## src/rtl/i2ct_pkg.sv

```systemverilog
package i2ct_pkg;
  localparam int IRQ_N = 3;
  localparam int IRQ_WREND = 0;
  localparam int IRQ_RDSTART = 1;
  localparam int IRQ_RDEND = 2;
  localparam int OFS_WPTR = 0;
  localparam int OFS_TXPOS = 1;
  localparam int OFS_DEV = 2;
  localparam int OFS_IEN = 3;
  localparam int OFS_IST = 4;
  localparam logic [6:0] DEF_DEV_ADDR = 7'h50;

  typedef enum logic [2:0] {
    ST_IDLE, ST_ADDR, ST_ADDR_ACK, ST_WR, ST_WR_ACK, ST_RD, ST_RD_ACK
  } busState_t;

  typedef struct packed {
    logic       rxPush;
    logic [7:0] rxByte;
    logic       txAdv;
    logic       wrEnd;
    logic       rdStart;
    logic       rdEnd;
  } ctlStrobe_t;
endpackage

```

## src/rtl/i2ct_sync.sv

```systemverilog
module i2ct_sync #(
  parameter int STAGES = 2,
  parameter int W = 2
) (
  input  logic         clk,
  input  logic         rstN,
  input  logic [W-1:0] din,
  output logic [W-1:0] dout
);
  logic [W-1:0] pipe [STAGES];

  for (genvar s = 0; s < STAGES; s++) begin : g_stage
    always_ff @(posedge clk or negedge rstN) begin
      if (!rstN) pipe[s] <= '1;
      else if (s == 0) pipe[s] <= din;
      else pipe[s] <= pipe[(s == 0) ? 0 : s - 1];
    end
  end

  assign dout = pipe[STAGES-1];
endmodule

```

## src/rtl/i2ct_ctrl.sv

```systemverilog
module i2ct_ctrl
  import i2ct_pkg::*;
(
  input  logic       clk,
  input  logic       rstN,
  input  logic       sclS,
  input  logic       sdaS,
  input  logic [6:0] devAddr,
  input  logic       txBitNow,
  output ctlStrobe_t stb,
  output logic       sdaLow
);
  localparam logic [3:0] BYTE_BITS = 4'd8;

  busState_t  st;
  logic [3:0] bitCnt;
  logic [7:0] shReg;
  logic       sclPrev, sdaPrev, rwBit, ackN, inWr, inRd, gotData;
  logic       sclRise, sclFall, startCond, stopCond, busEvt, byteDone, addrHit;

  always_comb begin
    sclRise   = sclS & ~sclPrev;
    sclFall   = ~sclS & sclPrev;
    startCond = sclS & sclPrev & sdaPrev & ~sdaS;
    stopCond  = sclS & sclPrev & ~sdaPrev & sdaS;
    busEvt    = startCond | stopCond;
    byteDone  = sclFall && (bitCnt == BYTE_BITS);
    addrHit   = (shReg[7:1] == devAddr);
  end

  always_comb begin
    stb.rxPush  = (st == ST_WR) && byteDone;
    stb.rxByte  = shReg;
    stb.rdStart = (st == ST_ADDR) && byteDone && addrHit && shReg[0];
    stb.wrEnd   = busEvt && inWr && gotData;
    stb.rdEnd   = busEvt && inRd;
    stb.txAdv   = sclFall && (((st == ST_ADDR_ACK) && rwBit) ||
                              ((st == ST_RD) && (bitCnt != BYTE_BITS)) ||
                              ((st == ST_RD_ACK) && !ackN));
  end

  always_ff @(posedge clk or negedge rstN) begin
    if (!rstN) begin
      st <= ST_IDLE;
      bitCnt <= '0;
      shReg <= '0;
      sclPrev <= 1'b1;
      sdaPrev <= 1'b1;
      rwBit <= 1'b0;
      ackN <= 1'b1;
      inWr <= 1'b0;
      inRd <= 1'b0;
      gotData <= 1'b0;
      sdaLow <= 1'b0;
    end else begin
      sclPrev <= sclS;
      sdaPrev <= sdaS;
      if (busEvt) begin
        st <= startCond ? ST_ADDR : ST_IDLE;
        bitCnt <= '0;
        sdaLow <= 1'b0;
        inWr <= 1'b0;
        inRd <= 1'b0;
        gotData <= 1'b0;
      end else begin
        if (stb.txAdv) sdaLow <= ~txBitNow;
        case (st)
          ST_ADDR: begin
            if (sclRise) begin
              shReg <= {shReg[6:0], sdaS};
              bitCnt <= bitCnt + 4'd1;
            end else if (byteDone) begin
              if (addrHit) begin
                st <= ST_ADDR_ACK;
                sdaLow <= 1'b1;
                rwBit <= shReg[0];
                inRd <= shReg[0];
                inWr <= ~shReg[0];
              end else begin
                st <= ST_IDLE;
              end
            end
          end
          ST_ADDR_ACK: begin
            if (sclFall) begin
              if (rwBit) begin
                st <= ST_RD;
                bitCnt <= 4'd1;
              end else begin
                st <= ST_WR;
                bitCnt <= '0;
                sdaLow <= 1'b0;
              end
            end
          end
          ST_WR: begin
            if (sclRise) begin
              shReg <= {shReg[6:0], sdaS};
              bitCnt <= bitCnt + 4'd1;
            end else if (byteDone) begin
              st <= ST_WR_ACK;
              sdaLow <= 1'b1;
              gotData <= 1'b1;
            end
          end
          ST_WR_ACK: begin
            if (sclFall) begin
              st <= ST_WR;
              bitCnt <= '0;
              sdaLow <= 1'b0;
            end
          end
          ST_RD: begin
            if (sclFall) begin
              if (bitCnt == BYTE_BITS) begin
                st <= ST_RD_ACK;
                sdaLow <= 1'b0;
              end else begin
                bitCnt <= bitCnt + 4'd1;
              end
            end
          end
          ST_RD_ACK: begin
            if (sclRise) begin
              ackN <= sdaS;
            end else if (sclFall) begin
              if (ackN) begin
                st <= ST_IDLE;
              end else begin
                st <= ST_RD;
                bitCnt <= 4'd1;
              end
            end
          end
          default: ;
        endcase
      end
    end
  end
endmodule

```

## src/rtl/i2ct_dpath.sv

```systemverilog
module i2ct_dpath
  import i2ct_pkg::*;
#(
  parameter  int BUF_BYTES = 64,
  localparam int WORDS  = BUF_BYTES / 4,
  localparam int WSEL_W = $clog2(WORDS),
  localparam int RA_W   = WSEL_W + 2,
  localparam int PTR_W  = $clog2(BUF_BYTES),
  localparam int POS_W  = PTR_W + 3
) (
  input  logic             clk,
  input  logic             rstN,
  input  ctlStrobe_t       stb,
  input  logic [RA_W-1:0]  regAddr,
  input  logic             regWrEn,
  input  logic [31:0]      regWrData,
  output logic [31:0]      regRdData,
  output logic [6:0]       devAddr,
  output logic             txBitNow,
  output logic [PTR_W-1:0] rxPtr,
  output logic [POS_W-1:0] txPos,
  output logic [IRQ_N-1:0] irqState,
  output logic             irq
);
  localparam logic [RA_W-1:0] A_WPTR  = RA_W'(2 * WORDS + OFS_WPTR);
  localparam logic [RA_W-1:0] A_TXPOS = RA_W'(2 * WORDS + OFS_TXPOS);
  localparam logic [RA_W-1:0] A_DEV   = RA_W'(2 * WORDS + OFS_DEV);
  localparam logic [RA_W-1:0] A_IEN   = RA_W'(2 * WORDS + OFS_IEN);
  localparam logic [RA_W-1:0] A_IST   = RA_W'(2 * WORDS + OFS_IST);

  logic [7:0]        rxMem [BUF_BYTES];
  logic [7:0]        txMem [BUF_BYTES];
  logic [IRQ_N-1:0]  irqEn, setVec, clrVec;
  logic [WSEL_W-1:0] wIdx;
  logic              isBuf, isTx, txWordWr;

  always_comb begin
    wIdx     = regAddr[WSEL_W-1:0];
    isBuf    = ~regAddr[RA_W-1];
    isTx     = regAddr[WSEL_W];
    txWordWr = regWrEn && isBuf && isTx;
    setVec = '0;
    setVec[IRQ_WREND]   = stb.wrEnd;
    setVec[IRQ_RDSTART] = stb.rdStart;
    setVec[IRQ_RDEND]   = stb.rdEnd;
    clrVec = (regWrEn && (regAddr == A_IST)) ? regWrData[IRQ_N-1:0] : '0;
    txBitNow = txMem[txPos[POS_W-1:3]][3'd7 - txPos[2:0]];
    irq = |(irqState & irqEn);
  end

  always_comb begin
    regRdData = '0;
    if (isBuf) begin
      for (int l = 0; l < 4; l++)
        regRdData[8*l +: 8] = isTx ? txMem[{wIdx, 2'(l)}] : rxMem[{wIdx, 2'(l)}];
    end else begin
      case (regAddr)
        A_WPTR:  regRdData = 32'(rxPtr);
        A_TXPOS: regRdData = 32'(txPos);
        A_DEV:   regRdData = 32'(devAddr);
        A_IEN:   regRdData = 32'(irqEn);
        A_IST:   regRdData = 32'(irqState);
        default: regRdData = '0;
      endcase
    end
  end

  always_ff @(posedge clk or negedge rstN) begin
    if (!rstN) begin
      for (int i = 0; i < BUF_BYTES; i++) rxMem[i] <= '0;
      rxPtr <= '0;
    end else if (stb.rxPush) begin
      rxMem[rxPtr] <= stb.rxByte;
      rxPtr <= rxPtr + 1'b1;
    end
  end

  always_ff @(posedge clk or negedge rstN) begin
    if (!rstN) begin
      for (int i = 0; i < BUF_BYTES; i++) txMem[i] <= '0;
    end else if (txWordWr) begin
      for (int l = 0; l < 4; l++) txMem[{wIdx, 2'(l)}] <= regWrData[8*l +: 8];
    end
  end

  always_ff @(posedge clk or negedge rstN) begin
    if (!rstN) begin
      txPos <= '0;
      devAddr <= DEF_DEV_ADDR;
      irqEn <= '0;
      irqState <= '0;
    end else begin
      if (stb.txAdv) txPos <= txPos + 1'b1;
      if (regWrEn && (regAddr == A_DEV)) devAddr <= regWrData[6:0];
      if (regWrEn && (regAddr == A_IEN)) irqEn <= regWrData[IRQ_N-1:0];
      irqState <= (irqState & ~clrVec) | setVec;
    end
  end
endmodule

```

## src/rtl/i2c_target_wbuf.sv

```systemverilog
module i2c_target_wbuf
  import i2ct_pkg::*;
#(
  parameter  int BUF_BYTES = 64,
  localparam int RA_W = $clog2(BUF_BYTES / 4) + 2
) (
  input  logic            clk,
  input  logic            rstN,
  input  logic            sclIn,
  input  logic            sdaIn,
  output logic            sdaPullLow,
  input  logic [RA_W-1:0] regAddr,
  input  logic            regWrEn,
  input  logic [31:0]     regWrData,
  output logic [31:0]     regRdData,
  output logic            irq
);
  localparam int PTR_W = $clog2(BUF_BYTES);
  localparam int POS_W = PTR_W + 3;

  logic             sclS, sdaS, txBitNow;
  logic [6:0]       devAddr;
  ctlStrobe_t       ctlStb;
  logic [PTR_W-1:0] rxPtr;
  logic [POS_W-1:0] txPos;
  logic [IRQ_N-1:0] irqState;

  i2ct_sync #(.STAGES(2), .W(2)) u_sync (
    .clk(clk), .rstN(rstN), .din({sclIn, sdaIn}), .dout({sclS, sdaS})
  );

  i2ct_ctrl u_ctrl (
    .clk(clk), .rstN(rstN), .sclS(sclS), .sdaS(sdaS), .devAddr(devAddr),
    .txBitNow(txBitNow), .stb(ctlStb), .sdaLow(sdaPullLow)
  );

  i2ct_dpath #(.BUF_BYTES(BUF_BYTES)) u_dpath (
    .clk(clk), .rstN(rstN), .stb(ctlStb), .regAddr(regAddr), .regWrEn(regWrEn),
    .regWrData(regWrData), .regRdData(regRdData), .devAddr(devAddr),
    .txBitNow(txBitNow), .rxPtr(rxPtr), .txPos(txPos), .irqState(irqState), .irq(irq)
  );
endmodule

```

## config.mk

```make
export PLATFORM = sky130hd
export DESIGN_NAME = i2c_target_wbuf
export DESIGN_NICKNAME = d
export VERILOG_FILES = /design/src/rtl/i2ct_pkg.sv /design/src/rtl/i2ct_sync.sv /design/src/rtl/i2ct_ctrl.sv /design/src/rtl/i2ct_dpath.sv /design/src/rtl/i2c_target_wbuf.sv
export SDC_FILE = /design/constraint.sdc
export NUM_CORES = 2
export LEC_CHECK = 0
export ABC_CLOCK_PERIOD_IN_PS = 3400
export BUFFER_PORTS_ARGS = -buffer_cell sky130_fd_sc_hd__buf_2
export CAP_MARGIN = 10
export CORE_ASPECT_RATIO = 0.75
export CORE_MARGIN = 2
export CORE_UTILIZATION = 50
export CTS_CLUSTER_DIAMETER = 30
export DETAILED_ROUTE_END_ITERATION = 10
export PLACE_DENSITY = 0.66
export SYNTH_ARGS = -nofsm -noshare
export SYNTH_HDL_FRONTEND = slang
export SYNTH_SLANG_ARGS = --single-unit
```

## constraint.sdc

```tcl
create_clock -name clk -period 3.4 [get_ports clk]
set_input_delay 0.51 -clock clk [delete_from_list [all_inputs] [get_ports clk]]
set_output_delay 0.51 -clock clk [all_outputs]
set_load 0.02 [all_outputs]
```

==> run metrics <==
result of the run finished with violations; violated checks negative setup slack; IO Pins 77; number of antenna violations at the first check in global routing 9; top cells by area, synth dfrtp_1 (50%), mux2_2 (22%), mux4_2 (17%); largest net degree at the start of global routing approximately 120; Via-to-Cell Ratio about 6.6; Levels on crit path 5; TritonCTS clock tree yes; Worst Path Buf+Inv 1; number of I/O port buffers 76; die width roughly 380 um; multi-input logic area between 20000 and 30000 um2; Final #Nets 3745; Final Hold Fails 0; library cell with the highest instance count after synthesis dfrtp_1; H-tree depth 4; register bit total from synthesis about 1100; relative contribution of combinational cells to total power between 10% and 20%; maxcap violations 0; crit path kind reg -> out; number of global-route vias before repair between 30000 and 40000; relative slew slack a little under half; mean instance size in the synthesized netlist about 16 um2; Largest delay share family, worst path multiplexers; reg-to-reg critical path endpoint u_ctrl.sdaLow$_DFF_PN0_; synthesis-to-layout area growth 19.2%; total CTS buffers roughly 180; number of nets still failing antenna checks after routing 0; proportion of synthesized chip area in sequential cells around half; slowest stage cell on the critical path mux4_2; cell at the root of the clock tree clkbuf_16; setup slack of the critical path after layout -0.0668 ns; initial detailed-routing violation count around 3500; Detail Placement HPWL approximately 110000 um; critical path's largest stage delay roughly 0.60 ns; capture endpoint of the worst hold path u_dpath.irqState[1]$_DFF_PN0_; Overall Power a little under 40000 uW; endpoint type of the worst setup path primary output; unrepaired setup endpoints after global routing true; gpl congestion ~0.9; worst-case hold slack about 0.12 ns; clock latency on the worst-skew pair around 0.80 ns; aggregate routed wire length 162000 um; critical path, cell by cell mux4_2 -> mux4_2 -> mux2i_1 -> o22ai_1 -> buf_2; EDFF count, synth 0; height of the die 288 um; Internal Dissipation approximately 29000 uW; fin crit share 102%; final setup fails 6; drt first pass iters 6; worst reg-to-reg setup slack 0.24 ns; overflow left after global routing 0; part of the power in registers 37.3%; NetSw 11100 uW; fraction of synthesis flops using an asynchronous set or reset pin 100%; CTS Sinks about 1100; proportion of total power due to net switching 28.1%; final number of max-transition violations 0; Filler cells around 8000; final worst path period need between 3 and 4 ns; leakage power of the design around 0.029 uW; Hold Path Stages 3; Yosys warning count 0; core area 107000 um2; worst clock skew around 0.036 ns; launching element type of the critical path register; storage element area between 20000 and 30000 um2; dominant register cell in the synthesized netlist dfrtp_1; wire length of the first global-routing pass 244000 um; Cells after Synth 3445; area of the mapped netlist roughly 54000 um2; cell type contributing the most total cell area after synthesis dfrtp_1; clock share of power 47.7%; Setup WS pre-CTS -0.0387 ns; drt wl/cell just over 30 um; maximum number of buffers from clock root to sink 3; total global-route track usage about 30%; Sum Neg Setup Slack -0.227 ns; Max Fclk around 0.29 GHz; site row count 104; area fraction of the dominant cell type after synthesis between 40% and 50%; Initial Utilization between 50% and 60%; worst-path maximum fanout 3; clock transition time at the flip-flop clock pins of the worst setup and hold paths approximately 0.050 ns; hold_sp regWrEn; Worst EP arrival around 3.0 ns; reg2reg path depth 9; Slew @ Worst Pin slightly above 0.8 ns; most numerous cell on the critical path mux4_2; Core Util, Final roughly three fifths; reg-to-reg startpoint u_dpath.txPos[3]$_DFFE_PN0N_; number of nets produced by synthesis 3493; min-delay worst type in -> reg; power density of the placed cells approximately 620 nW/um2; count of different cell masters after synthesis 80; most common library cells after synthesis dfrtp_1 (1070), mux2_2 (1040), mux4_2 (399), clkbuf_1 (152), mux2i_1 (113); Max rail drop VDD 0.417 mV; number of remaining DRC errors 0; share of post-route cells with drive strength above 1 58.3%; Req. time, crit path 2.89 ns; Die Footprint around 110000 um2; total number of vias roughly 35000
## logic make-up after synthesis
group	Yosys count	synth area share, %
compound gates	173	2.23
buf+inv	314	2.81
mux	1569	41.4
flops	1079	50.2
simple gates	284	2.87
xor+xnor	21	0.342
fa+ha+maj	5	0.116
## through the flow
| step | instances | area (um2) |
|---|---|---|
| 2_1_floorplan | 3445 | 53800 |
| 6_report | 5282 | 64100 |
| 4_1_cts | 5257 | 63800 |
| 3_3_place_gp | 4901 | 57100 |
| 3_5_place_dp | 4901 | 57100 |
| 5_1_grt | 5280 | 64100 |
## power by group through the flow
stage | Clock (uW) | Sequential (uW) | Combinational (uW)
3_3_place_gp | 0 | 14900 | 5510
3_5_place_dp | 0 | 15000 | 5680
5_1_grt | 19800 | 14900 | 6340
4_1_cts | 19200 | 14700 | 5830
6_report | 18900 | 14800 | 5970
2_1_floorplan | 0 | 14500 | 3890
## final cells by class
class                      count  share of cell area (%)
tap                         1431                    2.79
antenna                        2                 0.00781
clock buffer                 229                    7.79
inverter                      15                  0.0879
sequential                  1079                    42.2
timing repair buffer         368                    5.26
multi-input combinational   2052                    39.6
clock inverter               106                    2.23
## worst register-to-register path, stage by stage, from the launching register on
cell       delay (ns)
dfrtp_4          0.51
buf_4            0.24
buf_4            0.26
mux4_2           0.54
a2111oi_0        0.50
buf_4            0.21
o22a_1           0.28
a22oi_1          0.16
buf_4            0.16
o21ai_1          0.19
## sequential cells by signal, summed over array words and instances, names as in the netlist, 2 cells and up
name              count
u_dpath.rxPtr         6
u_sync.dout           2
u_dpath.txPos         9
u_ctrl.st             3
u_sync.pipe           2
u_dpath.irqEn         3
u_dpath.irqState      3
u_dpath.txMem       512
u_dpath.rxMem       512
u_dpath.devAddr       7
u_ctrl.bitCnt         4
u_ctrl.shReg          8
## metal layers
metal  GRT usage [%]  part of all wire (%)  vias to the layer above
met5               0                 0.015                        -
met4            9.31                   2.6                        4
met1            45.2                    44                    18763
met3            8.96                    11                      297
li1                -                     -                    13769
met2            41.1                    42                     1830
## worst max-delay path by stage
stage | from | to | slack [ns]
2_1_floorplan | regAddr[0] | regRdData[25] | 0.47
3_3_place_gp | regAddr[0] | regRdData[12] | -0.04
3_5_place_dp | regAddr[0] | regRdData[12] | -0.04
4_1_cts | u_dpath.txMem[137]$_DFFE_PN0P_ | regRdData[17] | -0.06
5_1_grt | u_dpath.txMem[394]$_DFFE_PN0P_ | regRdData[18] | -0.09
6_report | u_dpath.txMem[30]$_DFFE_PN0P_ | regRdData[6] | -0.07
## cell usage in the layout (no fill, tap or decap), types with 19 or more instances in the layout
cell type and n:
a21oi_1 25, a22oi_1 21, buf_12 52, buf_2 61
buf_4 239, bufinv_16 20, clkbuf_1 20, clkbuf_16 182
clkbuf_8 28, clkinv_2 27, clkinvlp_4 20, dfrtp_1 1059
mux2_2 1040, mux2i_1 107, mux4_2 399, nand2_1 47
nor2_1 56, nor2_2 59, o21ai_0 28, o22ai_1 19
## timing repair
item                                   4_1_cts  5_1_grt
setup endpoints to repair                   13       25
setup buffers                               18       22
gates resized for setup                     19       18
hold buffers                                 3        0
pin swaps                                    1        3
endpoints found under the hold margin       43        0
gates cloned                                 0        1
Note: power is estimated with default switching activity, not from simulation.
